### src/rtl/mem_timing_pkg.sv
package mem_timing_pkg;

    localparam int NUM_REQ   = 14;
    localparam int NUM_OUT   = 10;
    localparam int PER_DIR   = 6;   // request slots per direction (two strobes x three phases)
    localparam int TOTAL_RD  = 12;  // request slot of the read total
    localparam int OUT_TOT   = 8;   // output slot of the read total

    typedef enum logic [2:0] {
        CS_IDLE,
        CS_PRE,
        CS_SCALE,
        CS_CONV,
        CS_FIT
    } calc_state_e;

    // Recovery slots are 2, 5, 8 and 11.
    function automatic logic is_recovery_slot(input int unsigned slot);
        return (slot < TOTAL_RD) && ((slot % 3) == 2);
    endfunction

endpackage

### src/rtl/seq_divider.sv
module seq_divider #(
    parameter int DW = 48,   // dividend width
    parameter int VW = 17,   // divisor width
    parameter int QW = 32    // kept quotient width
) (
    input  logic          clk,
    input  logic          rst_n,
    input  logic          go,
    input  logic [DW-1:0] dividend,
    input  logic [VW-1:0] divisor,
    output logic [QW-1:0] quotient,
    output logic          done
);
    localparam int CW = $clog2(DW + 1);

    typedef struct packed {
        logic          busy;
        logic [CW-1:0] cnt;
        logic [VW-1:0] rem;
        logic [DW-1:0] dvd;
        logic [QW-1:0] quo;
        logic [VW-1:0] dvs;
        logic          done;
    } div_regs_t;

    div_regs_t q, d;
    logic [VW:0] trial;
    logic [VW:0] diff;

    always_comb begin
        d      = q;
        d.done = 1'b0;
        trial  = {q.rem, q.dvd[DW-1]};
        diff   = trial - {1'b0, q.dvs};
        if (!q.busy) begin
            if (go) begin
                d.busy = 1'b1;
                d.cnt  = '0;
                d.rem  = '0;
                d.dvd  = dividend;
                d.quo  = '0;
                d.dvs  = divisor;
            end
        end else begin
            if (trial >= {1'b0, q.dvs}) begin
                d.rem = diff[VW-1:0];
                d.quo = {q.quo[QW-2:0], 1'b1};
            end else begin
                d.rem = trial[VW-1:0];
                d.quo = {q.quo[QW-2:0], 1'b0};
            end
            d.dvd = q.dvd << 1;
            d.cnt = q.cnt + 1'b1;
            if (q.cnt == CW'(DW - 1)) begin
                d.busy = 1'b0;
                d.done = 1'b1;
            end
        end
    end

    always_ff @(posedge clk) begin
        if (!rst_n) q <= '0;
        else        q <= d;
    end

    assign quotient = q.quo;
    assign done     = q.done;

    // the partial remainder stays below the divisor on every step.
    assert_rem_below_divisor_R1: assert property (@(posedge clk) disable iff (!rst_n)
        q.busy |-> (q.rem < q.dvs));

    // a result is never announced while a division is still running.
    assert_done_idle_R1: assert property (@(posedge clk) disable iff (!rst_n)
        q.done |-> !q.busy);

endmodule

### src/rtl/ns_to_cycles.sv
module ns_to_cycles #(
    parameter int NS_W   = 16,
    parameter int MUL_W  = 32,
    parameter int CYC_W  = 24,
    parameter int FRAC_W = 16
) (
    input  logic [NS_W-1:0]  ns,
    input  logic [MUL_W-1:0] mul,
    input  logic             recovery,
    output logic [CYC_W-1:0] cyc
);
    localparam int PW = NS_W + MUL_W;
    localparam logic [PW:0] ROUND = (PW + 1)'((64'd1 << FRAC_W) - 64'd1);

    logic [PW-1:0] product;
    logic [PW:0]   rounded;

    always_comb begin
        product = PW'(ns) * PW'(mul);
        rounded = {1'b0, product} + ROUND;
        if (ns == '0)
            cyc = recovery ? CYC_W'(1) : '0;
        else
            cyc = CYC_W'(rounded >> FRAC_W);
    end

endmodule

### src/rtl/fit_totals.sv
module fit_totals
    import mem_timing_pkg::*;
#(
    parameter int CYC_W = 24
) (
    input  logic [NUM_REQ-1:0][CYC_W-1:0] conv,
    output logic [NUM_OUT-1:0][CYC_W-1:0] res
);
    localparam int SW = CYC_W + 2;

    for (genvar g = 0; g < 2; g++) begin : g_dir
        logic [SW-1:0] sum_cs;
        logic [SW-1:0] sum_st;
        logic [SW-1:0] widest;

        always_comb begin
            sum_cs = SW'(conv[g*PER_DIR + 0]) + SW'(conv[g*PER_DIR + 1]) + SW'(conv[g*PER_DIR + 2]);
            sum_st = SW'(conv[g*PER_DIR + 3]) + SW'(conv[g*PER_DIR + 4]) + SW'(conv[g*PER_DIR + 5]);
            widest = SW'(conv[TOTAL_RD + g]);
            if (sum_cs > widest) widest = sum_cs;
            if (sum_st > widest) widest = sum_st;
        end

        assign res[4*g + 0]   = conv[g*PER_DIR + 0];
        assign res[4*g + 1]   = conv[g*PER_DIR + 1];
        assign res[4*g + 2]   = conv[g*PER_DIR + 3];
        assign res[4*g + 3]   = conv[g*PER_DIR + 4];
        assign res[OUT_TOT + g] = CYC_W'(widest);
    end

endmodule

### src/rtl/mem_timing_calc.sv
module mem_timing_calc
    import mem_timing_pkg::*;
#(
    parameter int CLK_W     = 32,
    parameter int NS_W      = 16,
    parameter int CYC_W     = 24,
    parameter int FRAC_W    = 16,
    parameter int PRE_DIV   = 10000,
    parameter int SCALE_DIV = 100000
) (
    input  logic                     clk,
    input  logic                     rst_n,
    input  logic                     start,
    input  logic [CLK_W-1:0]         clk_hz,
    input  logic [NUM_REQ*NS_W-1:0]  req_ns,
    output logic [NUM_OUT*CYC_W-1:0] cyc_out,
    output logic                     done
);
    localparam int MUL_W  = CLK_W;
    localparam int DW     = CLK_W + FRAC_W;
    localparam int VW_PRE = $clog2(PRE_DIV + 1);
    localparam int VW_SCL = $clog2(SCALE_DIV + 1);
    localparam int VW     = (VW_PRE > VW_SCL) ? VW_PRE : VW_SCL;
    localparam int IDX_W  = $clog2(NUM_REQ);
    localparam int SW     = CYC_W + 2;

    typedef struct packed {
        calc_state_e                   state;
        logic [CLK_W-1:0]              hz;
        logic [CLK_W-1:0]              pre;
        logic [MUL_W-1:0]              mul;
        logic [NUM_REQ-1:0][NS_W-1:0]  req;
        logic [NUM_REQ-1:0][CYC_W-1:0] conv;
        logic [IDX_W-1:0]              idx;
        logic [NUM_OUT-1:0][CYC_W-1:0] res;
        logic                          div_go;
        logic                          done;
    } calc_regs_t;

    calc_regs_t q, d;

    logic [DW-1:0]                 div_dividend;
    logic [VW-1:0]                 div_divisor;
    logic [CLK_W-1:0]              div_quo;
    logic                          div_done;
    logic [CYC_W-1:0]              slot_cyc;
    logic                          slot_recovery;
    logic [NUM_OUT-1:0][CYC_W-1:0] fit_res;

    // Two passes through one divider: rate / PRE_DIV, then (that << FRAC_W) / SCALE_DIV.
    always_comb begin
        if (q.state == CS_PRE) begin
            div_dividend = DW'(q.hz);
            div_divisor  = VW'(PRE_DIV);
        end else begin
            div_dividend = {q.pre, {FRAC_W{1'b0}}};
            div_divisor  = VW'(SCALE_DIV);
        end
    end

    seq_divider #(
        .DW (DW),
        .VW (VW),
        .QW (CLK_W)
    ) i_divider (
        .clk      (clk),
        .rst_n    (rst_n),
        .go       (q.div_go),
        .dividend (div_dividend),
        .divisor  (div_divisor),
        .quotient (div_quo),
        .done     (div_done)
    );

    assign slot_recovery = is_recovery_slot(32'(q.idx));

    ns_to_cycles #(
        .NS_W   (NS_W),
        .MUL_W  (MUL_W),
        .CYC_W  (CYC_W),
        .FRAC_W (FRAC_W)
    ) i_convert (
        .ns       (q.req[q.idx]),
        .mul      (q.mul),
        .recovery (slot_recovery),
        .cyc      (slot_cyc)
    );

    fit_totals #(
        .CYC_W (CYC_W)
    ) i_fit (
        .conv (q.conv),
        .res  (fit_res)
    );

    always_comb begin
        d        = q;
        d.div_go = 1'b0;
        d.done   = 1'b0;
        unique case (q.state)
            CS_IDLE: begin
                if (start) begin
                    d.hz     = clk_hz;
                    d.req    = req_ns;
                    d.div_go = 1'b1;
                    d.state  = CS_PRE;
                end
            end
            CS_PRE: begin
                if (div_done) begin
                    d.pre    = div_quo;
                    d.div_go = 1'b1;
                    d.state  = CS_SCALE;
                end
            end
            CS_SCALE: begin
                if (div_done) begin
                    d.mul   = div_quo;
                    d.idx   = '0;
                    d.state = CS_CONV;
                end
            end
            CS_CONV: begin
                d.conv[q.idx] = slot_cyc;
                if (q.idx == IDX_W'(NUM_REQ - 1)) d.state = CS_FIT;
                else                              d.idx   = q.idx + 1'b1;
            end
            CS_FIT: begin
                d.res   = fit_res;
                d.done  = 1'b1;
                d.state = CS_IDLE;
            end
            default: d.state = CS_IDLE;
        endcase
    end

    always_ff @(posedge clk) begin
        if (!rst_n) q <= '0;
        else        q <= d;
    end

    assign cyc_out = q.res;
    assign done    = q.done;

    // Port-level views for the checks below.
    logic [SW-1:0] chk_rd_cs, chk_rd_st, chk_wr_cs, chk_wr_st, chk_rd_tot, chk_wr_tot;
    assign chk_rd_cs  = SW'(cyc_out[0*CYC_W +: CYC_W]) + SW'(cyc_out[1*CYC_W +: CYC_W]);
    assign chk_rd_st  = SW'(cyc_out[2*CYC_W +: CYC_W]) + SW'(cyc_out[3*CYC_W +: CYC_W]);
    assign chk_wr_cs  = SW'(cyc_out[4*CYC_W +: CYC_W]) + SW'(cyc_out[5*CYC_W +: CYC_W]);
    assign chk_wr_st  = SW'(cyc_out[6*CYC_W +: CYC_W]) + SW'(cyc_out[7*CYC_W +: CYC_W]);
    assign chk_rd_tot = SW'(cyc_out[8*CYC_W +: CYC_W]);
    assign chk_wr_tot = SW'(cyc_out[9*CYC_W +: CYC_W]);

    // with R4: the read total leaves at least one recovery cycle after each read strobe.
    assert_rd_cover_R5: assert property (@(posedge clk) disable iff (!rst_n)
        done |-> (chk_rd_tot > chk_rd_cs) && (chk_rd_tot > chk_rd_st));

    // with R4: the same for the write direction.
    assert_wr_cover_R6: assert property (@(posedge clk) disable iff (!rst_n)
        done |-> (chk_wr_tot > chk_wr_cs) && (chk_wr_tot > chk_wr_st));

    // done never lasts two cycles.
    assert_done_single_R7: assert property (@(posedge clk) disable iff (!rst_n)
        done |=> !done);

    // results only move together with done.
    assert_hold_R7: assert property (@(posedge clk) disable iff (!rst_n)
        !done |-> $stable(cyc_out));

    // a start seen while busy leaves the captured rate untouched.
    assert_busy_ignore_R8: assert property (@(posedge clk) disable iff (!rst_n)
        (q.state != CS_IDLE && start) |=> $stable(q.hz));

endmodule

### config.mk
export PLATFORM = sky130hd
export DESIGN_NAME = mem_timing_calc
export DESIGN_NICKNAME = d
export VERILOG_FILES = /design/src/rtl/mem_timing_pkg.sv /design/src/rtl/seq_divider.sv /design/src/rtl/ns_to_cycles.sv /design/src/rtl/fit_totals.sv /design/src/rtl/mem_timing_calc.sv
export SDC_FILE = /design/constraint.sdc
export NUM_CORES = 2
export LEC_CHECK = 0
export BUFFER_PORTS_ARGS = -buffer_cell sky130_fd_sc_hd__buf_4
export CORE_MARGIN = 1
export CORE_UTILIZATION = 32
export CTS_CLUSTER_SIZE = 40
export DETAILED_ROUTE_END_ITERATION = 6
export PLACE_DENSITY_LB_ADDON = 0.3
export SLEW_MARGIN = 5
export SYNTH_ARGS = -nofsm -noshare
export SYNTH_HDL_FRONTEND = slang
export SYNTH_SLANG_ARGS = --single-unit
### constraint.sdc
create_clock -name clk -period 8.6 [get_ports clk]
set_clock_uncertainty 0.2 [all_clocks]
set_input_delay 0.86 -clock clk [delete_from_list [all_inputs] [get_ports clk]]
set_output_delay 0.86 -clock clk [all_outputs]
set_load 0.005 [all_outputs]
# Word-level counts from Yosys, hierarchy flattened
# Cells that the tools add are included.
# word_totals
input_bits	259
output_inout_bits	241
wordCells	134
regBits	1027
# op_classes
bitwise_logic	2
n_reduce_logical	14
order_cmp	8
n_eq_ne	12
mux	31
n_addsub	12
n_div	1
multipliers	1
# ops
op	count
bitwise mux 336 bit	1
2-to-1 mux 121 bit	1
2-to-1 mux 104 bit	1
adder 24 x 24 -> 25 bit	4
demux 24 bit (select 4 bit)	1
2-to-1 mux 24 bit	4
binary-select mux 16 bit (select 4 bit)	1
adder 25 x 24 -> 26 bit	2
adder 26 x 24 -> 26 bit	2
greater-than comparator 26 x 24 -> 1 bit	2
greater-than comparator 26 bit	2
2-to-1 mux 26 bit	2
2-to-1 mux 48 bit	1
adder 40 x 16 -> 40 bit (second input constant)	1
multiplier 16 x 32 -> 40 bit	1
2-to-1 mux 35 bit	1
2-to-1 mux 17 bit	2
equality test 32 x 2 -> 1 bit (second input constant)	1
modulo 4 x 2 -> 32 bit (second input constant)	1
greater-or-equal comparator 18 x 17 -> 1 bit	1
subtractor 17 bit	1
logical NOT 16 bit	1
2-to-1 mux 16 bit	1
case mux 3 bit (4 select lines)	1
25 further kinds	45

# Depth between registers and ports, before layout
# depth
ltp_word	6
mapped_depth	46
depth_no_buf	41

# Hierarchy
# A second synthesis with hierarchy kept.
# unflattened
hier_cells	8303
area_unflattened_um2	70079.7
# by_module_without_submodules
mod	n_inst	cells_each	area_each_um2	seq_area_each_um2
mem_timing_calc	1	4463	37648.6	18117.4
ns_to_cycles	1	1818	15215.8	0.0
fit_totals	1	1325	11140.7	0.0
seq_divider	1	697	6074.6	2442.3

# Least setup slack after synthesis
# OpenSTA, ideal clock, no wires.
# synth_path
path_kind	register -> register
start	register q[391] (netlist name)
end	register q, in the netlist cyc_out[229]
stages_incl_launch_ff	44
path_buffers	5
period_less_slack_ns	8.156
arrival_time_ns	7.829
required_time_ns	8.274
setup_slack_ns	0.444
cell_sequence	dfxtp_1 ha_1 a21o_1 a21oi_1 nor2b_1 o31ai_1 a21boi_0 or3_1 a21oi_1 o21bai_1 xor2_1 ha_1 nand3_1 nand2b_1 o21ai_0 nor3_1 o21ai_0 nor2b_1 [... 8 more ...] a21oi_1 buf_4 buf_4 mux2i_1 ha_1 a21o_1 a21o_1 a21oi_1 nor2_1 or4_1 a221oi_1 a41oi_1 clkbuf_1 and2_1 clkbuf_1 clkbuf_1 a22oi_1 o21ai_0
# synth_between
elab_chain_cells	6
# synth_lines
item	line	rtl
start, declared	mem_timing_calc.sv:40	calc_regs_t q, d;
start signal, assigned	mem_timing_calc.sv:138	if (!rst_n) q <= '0;
start signal, assigned	mem_timing_calc.sv:139	else q <= d;
adder 24 x 24 -> 25 bit *	fit_totals.sv:17	sum_cs = SW'(conv[g*PER_DIR + 0]) + SW'(conv[g*PER_DIR + 1]) + SW'(conv[g*PER_DIR + 2]);
adder 26 x 24 -> 26 bit *	fit_totals.sv:17	
greater-than comparator 26 x 24 -> 1 bit	fit_totals.sv:20	if (sum_cs > widest) widest = sum_cs;
2-to-1 mux 26 bit *	fit_totals.sv:20	
greater-than comparator 26 bit	fit_totals.sv:21	if (sum_st > widest) widest = sum_st;
2-to-1 mux 24 bit *	fit_totals.sv:21	
# Mark *: on every way between the ends. The rest lies on a longest branch, timed or not.
# A chain may end at the register's enable or synchronous reset.

# Worst setup path in the final report
# layout_path
start	register q[243] (netlist name)
end	register q[579] (netlist name)
# layout_between
elab_chain_cells	6
word_cells_on_any_way	12
cone_classes	add/sub: 1; mul: 1; order compare: 2; mux: 6; reduce/logical: 2
# layout_lines
item	line	rtl
binary-select mux 16 bit (select 4 bit)	mem_timing_calc.sv:83	.ns (q.req[q.idx]),
2-to-1 mux 16 bit (implied by the code)	mem_timing_calc.sv:83	
multiplier 16 x 32 -> 40 bit	ns_to_cycles.sv:19	product = PW'(ns) * PW'(mul);
adder 40 x 16 -> 40 bit	ns_to_cycles.sv:20	rounded = {1'b0, product} + ROUND;
2-to-1 mux 24 bit	ns_to_cycles.sv:21	if (ns == '0)
bitwise mux 336 bit *	mem_timing_calc.sv:124	d.conv[q.idx] = slot_cyc;
# Mark *: on every way between the ends. The rest lies on a longest branch, timed or not. The select of a mux whose other input is x is not followed.

==> flow_metrics.env <==
export IMPL_synth_edf_count=0
export IMPL_num_io_pins=500
export IMPL_synthTopCellsByArea="dfxtp_1 31%, fa_1 14%, nand2_1 11%, ha_1 7.0%, a21oi_1 6.9%"
export IMPL_final_max_slew_viol_count=0
export IMPL_yosys_register_bits=1013
export IMPL_syn_to_final_growth_pct=16.1
export IMPL_crit_fanout=18
export IMPL_relSlewSlack=0.159
export IMPL_core_sq_um=202000
export IMPL_final_util=0.374
export IMPL_instances_no_fill=10800
export IMPL_p_leak_nw=32.0
export IMPL_die_w_um=453
export IMPL_die_area_sq_um=205000
export IMPL_grt_max_degree=219
export IMPL_avgSynthCellArea_sq_um=8.26
export IMPL_crit_family="adder cells"
export IMPL_outcome="finished, final reports clean"
export IMPL_synth_most_common_cell="nand2_1"
export IMPL_vdd_drop_max_mv=0.149
export IMPL_drt_vias_per_instance=5.09
export IMPL_layout_drive_gt1_share=0.145
export IMPL_cp_required_ps=9090
export IMPL_p_sw_mw=2.66
export IMPL_switching_share=0.247
export IMPL_comb_power_share=0.066
export IMPL_fp_row_count=165
export IMPL_synth_top_cell_by_area="dfxtp_1"
export IMPL_worstPathArrival_ps=8730
export IMPL_clkPwrFrac=0.481
export IMPL_max_stage_delay_ps=580
export IMPL_synth_common_cells="1930 x nand2_1, 1013 x dfxtp_1, 891 x a21oi_1"
export IMPL_root_buffer="clkbuf_16"
export IMPL_power_density_nw_per_um2=142
export IMPL_initial_core_util=0.322
export IMPL_ys_async_sr_fraction=0
export IMPL_crit_path_start_kind="register"
export IMPL_drt_wirelength_per_cell_um=20.0
export IMPL_dpl_hpwl_um=162000
export IMPL_cp_num_buf_inv=11
export IMPL_fin_crit_ps=8240
export IMPL_crit_top_cell="buf_4"
export IMPL_cpMaxStageDelayCell="fa_1"
export IMPL_die_h_um=453
export IMPL_synth_top_area_share=0.312
export IMPL_worst_pin_slew_ps=1260
export IMPL_grt_pass1_vias=54100
export IMPL_worst_setup_path_end_kind="register"
export IMPL_drc=0
export IMPL_port_buffers=499
export IMPL_gp_congestion=0.956
export IMPL_htree_num_levels=3
export IMPL_whs_ps=150
export IMPL_ant_nets=0
export IMPL_dpl_cell_count=10600
export IMPL_fillers=20800
export IMPL_synth_main_ff_cell="dfxtp_1"
export IMPL_pwr_share_seq=0.453
export IMPL_syn_nets=8954
export IMPL_internal_power_mw=8.09
export IMPL_clock_latency_ps=790
export IMPL_grt_pass1_wl_um=329000
export IMPL_finalCritPeriodShare=0.958
export IMPL_synthCells=7872
export IMPL_maxCapViolations=0
export IMPL_syn_area_sq_um=65000
export IMPL_drt_iter0_drc=4436
export IMPL_nNetsFinal=9145
export IMPL_track_usage=0.207
export IMPL_r2r_slack_ps=360
export IMPL_hold_viol=0
export IMPL_cts_path_max_buffers=3
export IMPL_yosysUniqueCellTypes=82
export IMPL_grt_antenna_before_repair=3
export IMPL_path_clk_slew_ps=60
export IMPL_seq_area_frac_synth=0.312
export IMPL_crit_type="reg2reg"
export IMPL_cts_tree="done"
export IMPL_grt_overflow_total=0
export IMPL_min_path_type="in2reg"
export IMPL_timing_fmax_ghz=0.121
export IMPL_finalSetupViolCount=0
export IMPL_cts_buffers=115
export IMPL_drt_pass1_iterations=6
export IMPL_cts_sinks=1013
export IMPL_yosysWarnings=0
export IMPL_wirelength_um=217000
export IMPL_vias=55100
[placed cells by master (no fill, tap or decap), types with 25 or more instances in the layout]
master     netlist  layout
xnor2_1        117     111
a22o_1          42      42
clkbuf_8         0      35
a21boi_0        48      47
xor2_1          56      50
a22oi_1         73      73
nor3_1          41      31
ha_1           363     363
dfxtp_1       1013    1007
inv_1          568     568
clkbuf_16        0     116
and2_1         150     148
fa_1           460     459
a311oi_1        33      33
mux4_2          46      46
a21o_1          84      84
o21bai_1        26      26
nor2_1         280     265
o21a_1          37      36
a211oi_1        49      46
buf_12           0      25
buf_4          249     761
nand2_1       1930    1929
nand4_1         33      33
o21ai_0        241     222
nor2b_1         57      54
mux2i_1         65      62
o211ai_1        25      25
nand3_1        130     130
a21oi_1        891     877
[area by class of cell]
cell class,instances,area [sq um],share of cell area
multi-input combinational,5571,39400,0.522
sequential,1013,20300,0.269
timing repair buffer,792,6300,0.0835
clock buffer,169,3430,0.0455
tap,2672,3340,0.0443
inverter,570,2150,0.0285
clock inverter,42,547,0.00725
antenna,3,7.51,0.0000995
[per-stage QoR]
stage                     power, mW  cell area [sq um]  setup slack, ps  TNS, ps
after floorplan                5.38              65000              444        0
after global placement         5.66              70900             23.4        0
after detailed placement       5.67              70900             -105    -1990
after CTS                      10.8              74900             33.9        0
after global routing           11.1              75400            -47.9     -489
final                          10.7              75400              360        0
[cells by family after synthesis]
group | Yosys count | synth area share
compound gates | 1726 | 0.160
xor+xnor | 174 | 0.0236
fa+ha+maj | 823 | 0.212
buf+inv | 1288 | 0.0900
flops | 1013 | 0.312
mux | 113 | 0.0263
simple gates | 2735 | 0.176
[final timing paths]
path	cells after the start	end	from
setup reg to reg	33	q[579]$_SDFFE_PN0P_	q[243]$_SDFFE_PN0P_
setup / recovery	33	q[579]$_SDFFE_PN0P_	q[243]$_SDFFE_PN0P_
hold / removal	3	q[896]$_SDFFE_PN0P_	clk_hz[26]
hold reg to reg	2	i_divider.q[95]$_SDFFE_PN0P_	i_divider.q[94]$_SDFFE_PN0P_
[metal layers]
layer,up-vias,part of all wire,global-route usage,wire [um]
met5,-,0,0,0
met4,0,0.036,0.0729,7850
met3,302,0.055,0.0275,12000
met2,1689,0.46,0.341,101000
met1,27000,0.44,0.276,96100
li1,26200,-,-,-
[flip-flops by register name, summed over array words and instances (netlist names)]
signal,flops
cyc_out,240
done,1
i_divider.done,1
i_divider.q,75
i_divider.quotient,32
q,664
[worst register-to-register path, delay by kind of cell, from the launching register on]
kind	cells	cell delay (ps)
and+or+nand+nor	3	360
AOI/OAI and AO/OA	10	1410
adders and majority gates	7	3400
xor gates and xnor gates	1	150
DFF	1	470
muxes	1	230
buffers and inverters	11	1980
[power by group through the flow]
| stage | clock [mW] | sequential (mW) | combinational, mW |
|---|---|---|---|
| finish | 5.17 | 4.86 | 0.707 |
| global route | 5.46 | 4.87 | 0.774 |
| CTS | 5.27 | 4.86 | 0.708 |
| detailed placement | 0 | 4.97 | 0.705 |
| global placement | 0 | 4.96 | 0.699 |
| floorplan | 0 | 4.93 | 0.451 |
[repair_timing]
action | in CTS | in global routing
buffers inserted | 0 | 26
setup endpoints to repair | 30 | 171
resized for setup | 1 | 85
pin swaps | 0 | 21
hold buffers | 0 | 0
cloned | 0 | 2
(Power assumes the default switching activity.)
